<file path="src/rtl/pinxbar_pkg.sv">
package pinxbar_pkg;

  // Peripheral counts
  localparam int TMR_CH  = 3;
  localparam int RADIO_N = 3;

  // Function code assignments
  localparam int C_NONE       = 0;
  localparam int C_CMP_T0     = 1;
  localparam int C_CMP_T1     = 2;
  localparam int C_CLK_AUX    = 3;
  localparam int C_CLK_MAIN   = 4;
  localparam int C_CLK_SUB    = 5;
  localparam int C_DMA        = 6;
  localparam int C_T0_BASE    = 7;
  localparam int C_T1_BASE    = C_T0_BASE + TMR_CH;
  localparam int C_SA_D0      = C_T1_BASE + TMR_CH;
  localparam int C_SA_D1      = C_SA_D0 + 1;
  localparam int C_SA_CLK     = C_SA_D0 + 2;
  localparam int C_SA_STE     = C_SA_D0 + 3;
  localparam int C_SB_D0      = C_SA_D0 + 4;
  localparam int C_SB_D1      = C_SA_D0 + 5;
  localparam int C_SB_CLK     = C_SA_D0 + 6;
  localparam int C_SB_STE     = C_SA_D0 + 7;
  localparam int C_RADIO_BASE = C_SB_STE + 1;
  localparam int N_CODES      = C_RADIO_BASE + RADIO_N;

  typedef enum logic [2:0] {
    K_NONE,
    K_PAIRED,
    K_OUT_ONLY,
    K_IN_ONLY,
    K_PERIPH
  } fn_kind_e;

  // Classify a function code
  function automatic fn_kind_e code_kind(input int c);
    if (c == C_CMP_T0 || c == C_CMP_T1)                  return K_PAIRED;
    if (c >= C_T0_BASE && c < C_SA_D0)                   return K_PAIRED;
    if (c >= C_CLK_AUX && c <= C_CLK_SUB)                return K_OUT_ONLY;
    if (c == C_DMA)                                      return K_IN_ONLY;
    if (c >= C_SA_D0 && c < C_RADIO_BASE + RADIO_N)      return K_PERIPH;
    return K_NONE;
  endfunction

  // Whether a pin with this kind and direction feeds a peripheral input
  function automatic logic accepts_input(input fn_kind_e k, input logic dir);
    if (k == K_PAIRED || k == K_IN_ONLY) return !dir;
    return (k == K_PERIPH);
  endfunction

  // Whether the dir bit routes the source onto the pin
  function automatic logic dir_drives_source(input fn_kind_e k);
    return (k == K_PAIRED || k == K_OUT_ONLY);
  endfunction

endpackage

</file>
<file path="src/rtl/pxb_map_regs.sv">
module pxb_map_regs #(
  parameter int NUM_PINS = 8,
  parameter int CODE_W   = 5,
  parameter int AW       = 3,
  localparam int NSLOT   = 1 << CODE_W
) (
  input  logic                               clk,
  input  logic                               rst_n,
  input  logic                               wr_en,
  input  logic [AW-1:0]                      wr_addr,
  input  logic [CODE_W-1:0]                  wr_code,
  input  logic                               wr_dir,
  output logic [NUM_PINS-1:0][CODE_W-1:0]    code_q,
  output logic [NUM_PINS-1:0]                dir_q,
  output logic [NSLOT-1:0]                   code_used
);

  for (genvar p = 0; p < NUM_PINS; p++) begin : g_pin
    logic hit_w;
    assign hit_w = wr_en && (wr_addr == AW'(p));

    always_ff @(posedge clk or negedge rst_n) begin
      if (!rst_n) begin
        code_q[p] <= '0;
        dir_q[p]  <= 1'b0;
      end else if (hit_w) begin
        code_q[p] <= wr_code;
        dir_q[p]  <= wr_dir;
      end
    end
  end

  always_comb begin
    code_used = '0;
    for (int p = 0; p < NUM_PINS; p++) code_used[code_q[p]] = 1'b1;
  end

endmodule

</file>
<file path="src/rtl/pxb_pin_drive.sv">
module pxb_pin_drive
  import pinxbar_pkg::*;
#(
  parameter int CODE_W = 5,
  localparam int NSLOT = 1 << CODE_W
) (
  input  logic [CODE_W-1:0] code,
  input  logic              dir,
  input  logic [NSLOT-1:0]  src_val,
  input  logic [NSLOT-1:0]  src_oe,
  input  logic [NSLOT-1:0]  src_od,
  output logic              pin_out,
  output logic              pin_oe,
  output logic              pin_od
);

  fn_kind_e kind;
  logic     val;

  assign kind = code_kind(int'(code));
  assign val  = src_val[code];

  always_comb begin
    pin_od = 1'b0;
    if (kind == K_PERIPH) begin
      if (src_od[code]) begin
        pin_od  = 1'b1;
        pin_oe  = !val;
        pin_out = 1'b0;
      end else begin
        pin_oe  = src_oe[code];
        pin_out = val & src_oe[code];
      end
    end else begin
      pin_oe  = dir;
      pin_out = dir & dir_drives_source(kind) & val;
    end
  end

endmodule

</file>
<file path="src/rtl/pxb_in_route.sv">
module pxb_in_route
  import pinxbar_pkg::*;
#(
  parameter int NUM_PINS = 8,
  parameter int CODE_W   = 5,
  localparam int NSLOT   = 1 << CODE_W
) (
  input  logic [NUM_PINS-1:0]              pin_in,
  input  logic [NUM_PINS-1:0][CODE_W-1:0]  code_q,
  input  logic [NUM_PINS-1:0]              dir_q,
  input  logic [NSLOT-1:0]                 block,
  output logic [NSLOT-1:0]                 sink_hit,
  output logic [NSLOT-1:0]                 sink_val
);

  // Scan from the highest pin down so the lowest-numbered pin wins
  always_comb begin
    sink_hit = '0;
    sink_val = '0;
    for (int p = NUM_PINS - 1; p >= 0; p--) begin
      if (accepts_input(code_kind(int'(code_q[p])), dir_q[p]) && !block[code_q[p]]) begin
        sink_hit[code_q[p]] = 1'b1;
        sink_val[code_q[p]] = pin_in[p];
      end
    end
  end

endmodule

</file>
<file path="src/rtl/pinxbar.sv">
module pinxbar
  import pinxbar_pkg::*;
#(
  parameter int NUM_PINS = 8,
  parameter int CODE_W   = 5,
  localparam int AW      = (NUM_PINS > 1) ? $clog2(NUM_PINS) : 1
) (
  input  logic                 clk,
  input  logic                 rst_n,
  input  logic                 wr_en,
  input  logic [AW-1:0]        wr_addr,
  input  logic [CODE_W-1:0]    wr_code,
  input  logic                 wr_dir,
  input  logic [NUM_PINS-1:0]  pin_in,
  output logic [NUM_PINS-1:0]  pin_out,
  output logic [NUM_PINS-1:0]  pin_oe,
  output logic [NUM_PINS-1:0]  pin_od,
  input  logic                 cmp_out,
  input  logic                 clk_aux,
  input  logic                 clk_main,
  input  logic                 clk_sub,
  input  logic [TMR_CH-1:0]    tmr0_out,
  input  logic [TMR_CH-1:0]    tmr1_out,
  output logic                 tmr0_clk_in,
  output logic                 tmr1_clk_in,
  output logic [TMR_CH-1:0]    tmr0_cap,
  output logic [TMR_CH-1:0]    tmr1_cap,
  output logic                 dma_trig,
  input  logic                 sa_spi_mode,
  input  logic                 sa_4w_cfg,
  input  logic                 sa_txd,
  input  logic                 sa_simo,
  input  logic                 sa_somi,
  input  logic                 sa_sclk,
  input  logic [2:0]           sa_oe,
  output logic                 sa_rxd,
  output logic                 sa_somi_in,
  output logic                 sa_simo_in,
  output logic                 sa_sclk_in,
  output logic                 sa_ste_in,
  output logic                 sa_4w_eff,
  input  logic                 sb_i2c_mode,
  input  logic                 sb_4w_cfg,
  input  logic                 sb_simo,
  input  logic                 sb_somi,
  input  logic                 sb_sclk,
  input  logic [2:0]           sb_oe,
  output logic                 sb_somi_in,
  output logic                 sb_simo_in,
  output logic                 sb_sclk_in,
  output logic                 sb_ste_in,
  output logic                 sb_4w_eff,
  input  logic [RADIO_N-1:0]   radio_o,
  input  logic [RADIO_N-1:0]   radio_oe,
  output logic [RADIO_N-1:0]   radio_in
);

  localparam int NSLOT = 1 << CODE_W;

  logic [NUM_PINS-1:0][CODE_W-1:0] code_q;
  logic [NUM_PINS-1:0]             dir_q;
  logic [NSLOT-1:0]                code_used;
  logic [NSLOT-1:0]                src_val, src_oe, src_od, block;
  logic [NSLOT-1:0]                sink_hit, sink_val;

  // Named events for the checker
  logic sa_clk_taken, sb_clk_taken;
  assign sa_clk_taken = code_used[C_SA_CLK];
  assign sb_clk_taken = code_used[C_SB_CLK];

  pxb_map_regs #(.NUM_PINS(NUM_PINS), .CODE_W(CODE_W), .AW(AW)) u_regs (
    .clk(clk), .rst_n(rst_n), .wr_en(wr_en), .wr_addr(wr_addr),
    .wr_code(wr_code), .wr_dir(wr_dir),
    .code_q(code_q), .dir_q(dir_q), .code_used(code_used)
  );

  // Output source table, indexed by function code
  always_comb begin
    src_val = '0;
    src_oe  = '0;
    src_od  = '0;
    src_val[C_CMP_T0]   = cmp_out;
    src_val[C_CMP_T1]   = cmp_out;
    src_val[C_CLK_AUX]  = clk_aux;
    src_val[C_CLK_MAIN] = clk_main;
    src_val[C_CLK_SUB]  = clk_sub;
    for (int k = 0; k < TMR_CH; k++) begin
      src_val[C_T0_BASE + k] = tmr0_out[k];
      src_val[C_T1_BASE + k] = tmr1_out[k];
    end
    src_val[C_SA_D0]  = sa_spi_mode ? sa_somi : 1'b1;
    src_val[C_SA_D1]  = sa_spi_mode ? sa_simo : sa_txd;
    src_val[C_SA_CLK] = sa_sclk;
    src_val[C_SB_D0]  = sb_somi;
    src_val[C_SB_D1]  = sb_simo;
    src_val[C_SB_CLK] = sb_sclk;
    for (int k = 0; k < 3; k++) begin
      src_oe[C_SA_D0 + k] = sa_oe[k];
      src_oe[C_SB_D0 + k] = sb_oe[k];
    end
    src_od[C_SB_D0] = sb_i2c_mode;
    src_od[C_SB_D1] = sb_i2c_mode;
    for (int k = 0; k < RADIO_N; k++) begin
      src_val[C_RADIO_BASE + k] = radio_o[k];
      src_oe[C_RADIO_BASE + k]  = radio_oe[k];
    end
  end

  // Cross-unit precedence: a mapped clock blocks the other unit's slave enable
  always_comb begin
    block = '0;
    block[C_SB_STE] = sa_clk_taken;
    block[C_SA_STE] = sb_clk_taken;
  end

  for (genvar p = 0; p < NUM_PINS; p++) begin : g_drv
    pxb_pin_drive #(.CODE_W(CODE_W)) u_drv (
      .code(code_q[p]), .dir(dir_q[p]),
      .src_val(src_val), .src_oe(src_oe), .src_od(src_od),
      .pin_out(pin_out[p]), .pin_oe(pin_oe[p]), .pin_od(pin_od[p])
    );
  end

  pxb_in_route #(.NUM_PINS(NUM_PINS), .CODE_W(CODE_W)) u_route (
    .pin_in(pin_in), .code_q(code_q), .dir_q(dir_q), .block(block),
    .sink_hit(sink_hit), .sink_val(sink_val)
  );

  // Peripheral inputs with idle levels
  assign tmr0_clk_in = sink_hit[C_CMP_T0] & sink_val[C_CMP_T0];
  assign tmr1_clk_in = sink_hit[C_CMP_T1] & sink_val[C_CMP_T1];
  assign dma_trig    = sink_hit[C_DMA] & sink_val[C_DMA];

  for (genvar k = 0; k < TMR_CH; k++) begin : g_cap
    assign tmr0_cap[k] = sink_hit[C_T0_BASE + k] & sink_val[C_T0_BASE + k];
    assign tmr1_cap[k] = sink_hit[C_T1_BASE + k] & sink_val[C_T1_BASE + k];
  end

  for (genvar k = 0; k < RADIO_N; k++) begin : g_rad
    assign radio_in[k] = sink_hit[C_RADIO_BASE + k] & sink_val[C_RADIO_BASE + k];
  end

  assign sa_rxd     = (!sa_spi_mode && sink_hit[C_SA_D0]) ? sink_val[C_SA_D0] : 1'b1;
  assign sa_somi_in = ( sa_spi_mode && sink_hit[C_SA_D0]) ? sink_val[C_SA_D0] : 1'b1;
  assign sa_simo_in = ( sa_spi_mode && sink_hit[C_SA_D1]) ? sink_val[C_SA_D1] : 1'b1;
  assign sa_sclk_in = sink_hit[C_SA_CLK] ? sink_val[C_SA_CLK] : 1'b1;
  assign sa_ste_in  = sink_hit[C_SA_STE] ? sink_val[C_SA_STE] : 1'b1;
  assign sa_4w_eff  = sa_4w_cfg & ~sb_clk_taken;

  assign sb_somi_in = sink_hit[C_SB_D0]  ? sink_val[C_SB_D0]  : 1'b1;
  assign sb_simo_in = sink_hit[C_SB_D1]  ? sink_val[C_SB_D1]  : 1'b1;
  assign sb_sclk_in = sink_hit[C_SB_CLK] ? sink_val[C_SB_CLK] : 1'b1;
  assign sb_ste_in  = sink_hit[C_SB_STE] ? sink_val[C_SB_STE] : 1'b1;
  assign sb_4w_eff  = sb_4w_cfg & ~sa_clk_taken;

  // Sinks with no peripheral behind them
  logic unused_sinks;
  assign unused_sinks = ^{sink_hit, sink_val};

endmodule

</file>
<file path="config.mk">
export PLATFORM = sky130hd
export DESIGN_NAME = pinxbar
export DESIGN_NICKNAME = d
export VERILOG_FILES = /design/src/rtl/pinxbar_pkg.sv /design/src/rtl/pxb_map_regs.sv /design/src/rtl/pxb_pin_drive.sv /design/src/rtl/pxb_in_route.sv /design/src/rtl/pinxbar.sv
export SDC_FILE = /design/constraint.sdc
export NUM_CORES = 1
export LEC_CHECK = 0
export ABC_AREA = 1
export BUFFER_PORTS_ARGS = -buffer_cell sky130_fd_sc_hd__buf_2
export CORE_UTILIZATION = 49
export CTS_BUF_LIST = sky130_fd_sc_hd__clkbuf_2
export CTS_CLUSTER_SIZE = 20
export DETAILED_ROUTE_END_ITERATION = 10
export PLACE_DENSITY = 0.74
export SKIP_CTS_REPAIR_TIMING = 1
export SLEW_MARGIN = 25
export SYNTH_ARGS = -nofsm -noshare
export SYNTH_HDL_FRONTEND = slang
export SYNTH_SLANG_ARGS = --single-unit
</file>
<file path="constraint.sdc">
create_clock -name clk -period 3.9 [get_ports clk]
set_clock_uncertainty 0.2 [all_clocks]
set_input_delay 0.195 -clock clk [delete_from_list [all_inputs] [get_ports clk]]
set_output_delay 0.195 -clock clk [all_outputs]
set_load 0.005 [all_outputs]
</file>
==> reports/results.txt, run 1 <==
Setup violations, final: 0
GRT Total Usage: 44.8%
leakage dissipation: 4.12 nW
Clock transition at path regs: 0.24 ns
Fillers: 1746
Cell Area, Placed: 0.00844 mm²
hold_ws: -0.00200 ns
clock root cell: clkbuf_2
Netlist cell types: 47
Clock Sinks: 48
count leader, synth: nand2_1
Final HPWL DP: 30600 µm
Crit Path Category: reg2out
DR WL/cell: 21.3 µm
clock tree buffer depth: 2
H-Tree Depth: 2
post-route cell area: 0.00861 mm²
top cells by area, synth: nand2_1 18%, dfrtp_1 15%, nor2_1 11%
cell repeated most along the worst path: nor2_1
status: finished, violations left
Final Non-Filler Cells: 1747
Synth-to-Final Area Change: 9.29%
Worst EP required: 3.50 ns
layout cell share with drive strength beyond 1: 12.3%
Worst-Skew Late Latency: 0.43 ns
failing checks: hold timing
die height: 129 µm
Synth Instances: 1469
vias per cell: 6.30
number of global-route vias before repair: 9825
top cell type's share of synthesized area: 18.0%
antenna violations before repair: 1
Inst Count DP: 1731
GPL Wtd Cong: 1.06
post-synth top area cell: nand2_1
CTS tree: done
Worst Path Arrival: 3.38 ns
DR pass1 iterations: 7
Max stage delay on crit path: 0.49 ns
synthesis-stage register bit count: 48
DR vias: 11000
post-synthesis cell area: 0.00788 mm²
Worst Path Max Fanout: 7
Synth Warn #: 0
DR DRC count: 0
Setup crit start kind: register
RSZ-0062 raised after global routing: false
Slew Viols, Final: 0
Rel. slew slack: 39.6%
routed wire length: 37100 µm
CORE AREA: 0.0154 mm²
Rows: 45
worst vdd ir: 0.431 mV
Die X: 129 µm
CP max stage cell: dfrtp_2
DR iter-0 viols: 1949
period utilization: 96.7%
R2R Setup Slk: 2.75 ns
Syn Area/Cell: 5.36 µm²
largest net degree at the start of global routing: 49
CTS Buf Count: 5
grt ovf: 0
Final #Nets: 1587
Starting Density: 51.1%
die area: 0.0166 mm²
EDFF count, synth: 0
Final Hold Viols: 4
IO buf count: 99
Max Cap Viol: 0
Reg area: 0.00120 mm²
area of the multi-input gates: 0.00553 mm²
setup_tns: 0 ns
Slew @ Worst Pin: 0.881 ns
top_reg_cell synth: dfrtp_1
worst hold path class: in2reg
sequential element share of the synthesized area: 15.3%
PD cells: 392 mW/mm²
global-route wire length before repair: 55700 µm
Final ANT Viol Nets: 0
I/O pins: 100
Fmax: 265 MHz
FFs w/ async S/R, synth: 100%
crit-path cells: inv_1, nor2_1, nand2_1, nor2_1, nor2_1, a21oi_1, inv_1, o21ai_0, nand2_1, nor2_1, nand2_1, nand3b_1, nor2_1, a21oi_1, nand2_1, buf_2
Synth top cells by count: 377 x nand2_1, 232 x nor2_1, 188 x inv_1
CP Capture Type: primary output
Tmin final: 3.77 ns
syn_nets: 1522
[final timing paths]
path	from	endpoint	depth (start not counted)
max in group asynchronous	rst_n	u_regs.code_q[8]	2
worst min register to register	u_regs.dir_q[2]	u_regs.dir_q[2]	2
worst max register to register	u_regs.code_q[12]	u_regs.code_q[12]	3
worst max-delay path	u_regs.code_q[3]	sa_ste_in	16
worst min-delay path	wr_addr[2]	u_regs.code_q[36]	5
min in group asynchronous	rst_n	u_regs.code_q[3]	2
[area by class of cell]
| class | instances | share of cell area, % |
|---|---|---|
| well taps | 211 | 3.07 |
| multi-input cells | 1141 | 64.2 |
| clock buffers | 5 | 0.291 |
| flip-flops and latches | 48 | 14.0 |
| inverters | 207 | 9.10 |
| diodes | 1 | 0.0291 |
| clock inverters | 3 | 0.494 |
| repair buffers | 131 | 8.78 |
[state kept, by name, summed over array words and instances, names as in the netlist]
register       count
u_regs.code_q     40
u_regs.dir_q       8
[power by group]
group	leakage, nW	internal (W)	total, W	switching (W)
registers	0.598	0.000592	0.000760	0.000169
clock network	0.0390	0.000107	0.000268	0.000161
logic	3.48	0.000703	0.00235	0.00165
[cells by family after synthesis]
logic type / share of synthesized area [%]
AOI/OAI and AO/OA: 27.9
muxes: 0.127
DFF: 15.3
and+or+nand+nor: 41.9
buffers and inverters: 14.8
[worst max-delay path, delay by kind of cell, from the launching register on]
kind / cells / cell delay (ns)
buffers and inverters: 3 / 0.31
AOI/OAI and AO/OA: 3 / 0.40
and+or+nand+nor: 10 / 1.74
DFF: 1 / 0.49
[per-layer routing]
metal	part of all wire (%)	vias up	GRT usage [%]
met3	14	127	11.8
met4	4.5	0	20.4
met2	41	850	65.5
met5	0	-	0
li1	-	5068	-
met1	40	4954	61.4
[placed cells by master (no fill, tap or decap), types with 7 or more instances in the layout]
master	netlist	final
nand2_2	9	9
inv_1	188	187
o2111ai_1	14	14
nor2_2	9	10
o311ai_0	8	8
nand4_1	25	25
nand2_1	377	377
a21oi_1	57	57
nor3_1	23	22
o21ai_1	6	7
nand3_2	6	7
nor2_1	232	230
a22oi_1	16	16
a31oi_1	18	18
buf_2	13	98
dfrtp_1	48	45
inv_2	14	14
o21ai_0	114	113
nand3_1	86	85
buf_4	24	26
dlygate4sd3_1	0	7
o221ai_1	19	19
o22ai_1	59	59
o211ai_1	21	21
[per-stage QoR]
stage | hold WS [ns] | utilization [%] | setup slack, ns | total power [W]
5_1_grt | 0.0209 | 55.8 | 0.0115 | 0.00360
3_3_place_gp | 0.218 | 54.7 | 0.778 | 0.00295
2_1_floorplan | -0.301 | - | 1.55 | 0.00223
3_5_place_dp | 0.222 | 54.7 | 0.825 | 0.00296
4_1_cts | -0.286 | 55.2 | 0.279 | 0.00323
6_report | -0.00200 | 55.8 | 0.128 | 0.00338
No activity file was read; power rests on OpenSTA's default activity.
==> run 2, diff against run 1 <==
--- a/config.mk
+++ b/config.mk
@@ -9,9 +9,10 @@
 export BUFFER_PORTS_ARGS = -buffer_cell sky130_fd_sc_hd__buf_2
 export CORE_UTILIZATION = 49
 export CTS_BUF_LIST = sky130_fd_sc_hd__clkbuf_2
-export CTS_CLUSTER_SIZE = 20
+export CTS_CLUSTER_SIZE = 30
 export DETAILED_ROUTE_END_ITERATION = 10
 export PLACE_DENSITY = 0.74
+export SETUP_SLACK_MARGIN = 0.3
 export SKIP_CTS_REPAIR_TIMING = 1
 export SLEW_MARGIN = 25
 export SYNTH_ARGS = -nofsm -noshare
==> run 2 against run 1 <==
  * The flow still finishes with violations (hold timing)
  * Fmax up 7.6%
  * Die area is the same
  * Via count grew 1.2%
  * Count of clock-buffer cells in the layout is the same
  * Combinational power rose by 7%
  * First-iteration DRC count grew 2.3%
  * Register-to-register slack about the same
  * Non-clock buffer count rose by 27
  * Flip-flop and latch count is the same
  * Final cell count increased by 1.5%
  * Utilization rose by 2.8 points
  * Sequential power rose by 2%
==> reports/results.txt, run 2 (synthesis results as in run 1) <==
global-route wire length before repair: 55700 µm (unchanged)
CP Capture Type: primary output
Starting Density: 51.1% (unchanged)
worst hold path class: in2reg
Slew @ Worst Pin: 0.876 ns (-0.00540 ns)
PD cells: 393 mW/mm² (+0.19%)
met1 WL: 15200 µm (+0.90%)
H-Tree Depth: 2 (unchanged)
DR DRC count: 0 (unchanged)
CTS tree: done
Clock Sinks: 48 (unchanged)
pre-CTS setup slack: 0.825 ns (unchanged)
die area: 0.0166 mm² (unchanged)
Biggest register: u_regs.code_q
Rows: 45 (unchanged)
failing checks: hold timing
Slew Viols, Final: 0 (unchanged)
Setup violations, final: 0 (unchanged)
leakage dissipation: 4.25 nW (+3.1%)
Final Non-Filler Cells: 1774 (+1.5%)
Core Util, Final: 58.6% (+2.8 points)
vias per cell: 6.27 (-0.35%)
top flop regs: u_regs.code_q x40, u_regs.dir_q x8
period utilization: 89.9% (-6.8 points)
worst vdd ir: 0.419 mV (-2.8%)
Setup crit start kind: register
largest net degree at the start of global routing: 49 (unchanged)
Fmax: 285 MHz (+7.6%)
status: finished, violations left
CTS Buf Count: 5 (unchanged)
Crit Path Category: reg2out
GRT Total Usage: 44.8% (unchanged)
Max Cap Viol: 0 (unchanged)
most common cell after layout, fill and taps aside: nand2_1
antenna violations before repair: 1 (unchanged)
setup_tns: 0 ns (unchanged)
GPL Wtd Cong: 1.06 (unchanged)
highest routed layer: met4
Worst Path Max Fanout: 8 (+1)
Die X: 129 µm (unchanged)
DR WL/cell: 21.2 µm (-0.17%)
Final Hold Viols: 4 (unchanged)
Synth-to-Final Area Change: 14.8%
Final #Nets: 1614 (+1.7%)
layout cell share with drive strength beyond 1: 18.6% (+6.3 points)
met2 WL: 15700 µm (+3.2%)
CP Launch Point: u_regs.code_q[14]
Worst Path Arrival: 3.11 ns (-0.27 ns)
clock tree buffer depth: 2 (unchanged)
number of global-route vias before repair: 9825 (unchanged)
die height: 129 µm (unchanged)
CORE AREA: 0.0154 mm² (unchanged)
Largest register FFs: 40 (unchanged)
commonest cells after routing, fill and taps aside: 362 x nand2_1, 209 x nor2_1, 177 x inv_1
min-delay src: wr_addr[2]
Final HPWL DP: 30600 µm (unchanged)
clock root cell: clkbuf_2
I/O pins: 100 (unchanged)
routed wire length: 37600 µm (+1.4%)
DR vias: 11100 (+1.2%)
WL met3: 5190 µm (-1.3%)
Inst Count DP: 1731 (unchanged)
IO buf count: 99 (unchanged)
grt ovf: 0 (unchanged)
Rel. slew slack: 40.0% (+0.37 points)
Clock transition at path regs: 0.24 ns (about the same)
DR iter-0 viols: 1994 (+2.3%)
Worst-Skew Late Latency: 0.43 ns (about the same)
Tmin final: 3.51 ns (-0.266 ns)
DR pass1 iterations: 9 (+2)
setup ws final: 0.394 ns (+0.266 ns)
Critical R2R Launch: u_regs.code_q[9]
RSZ-0062 raised after global routing: true
Worst EP required: 3.50 ns (about the same)
hold_ws: -0.00552 ns (-0.00352 ns)
Final ANT Viol Nets: 0 (unchanged)
[run 2: final timing paths]
kind	slack [ns]	end	cells past startpoint
max in group asynchronous	3.03	u_regs.code_q[33]	2
worst max register to register	2.76	u_regs.code_q[9]	2
worst min register to register	0.34	u_regs.dir_q[2]	2
min in group asynchronous	0.05	u_regs.code_q[3]	2
worst min-delay path	-0.006	u_regs.dir_q[7]	5
worst max-delay path	0.39	tmr0_cap[1]	20
[run 2: worst max-delay path: stages (launching register included)]
cell	delay, ns
dfrtp_2	0.48
inv_2	0.10
nand3_2	0.15
inv_1	0.07
nand2_1	0.16
nand2_1	0.13
nor2_4	0.14
nand3_4	0.15
nand2_1	0.10
and2_4	0.14
nand2_4	0.08
nor3_1	0.30
nand2_1	0.11
nand2_1	0.07
inv_1	0.04
nand2_2	0.11
nand2_1	0.07
nand3_1	0.07
nand2_1	0.05
nand2_1	0.05
buf_2	0.10
[run 2: per-stage QoR]
step,area (µm²),total power [W]
2_1_floorplan,7880,0.00223
3_3_place_gp,8440,0.00295
3_5_place_dp,8440,0.00296
4_1_cts,8510,0.00323
5_1_grt,9040,0.00377
6_report,9040,0.00355
[run 2: where the power goes]
group | leakage [nW] | internal, W | total, W | switching, W
registers | 0.568 | 0.000602 | 0.000774 | 0.000172
clock network | 0.0390 | 0.000107 | 0.000270 | 0.000163
logic | 3.64 | 0.000790 | 0.00251 | 0.00172
total | 4.25 | 0.00150 | 0.00355 | 0.00205
[run 2: final cells by class]
type	instances	area, µm²
clock buffer	5	25.0
antenna	1	2.50
inverter	207	793
multi-input combinational	1141	5720
clock inverter	3	42.5
sequential	48	1230
tap	211	264
fill	1702	6390
timing repair buffer	158	958
[run 2: layer usage]
layer / track usage [%] / up-vias
met2: 65.5 / 846
met5: 0 / -
met1: 61.4 / 5044
li1: - / 5120
met4: 20.4 / 0
met3: 11.8 / 120
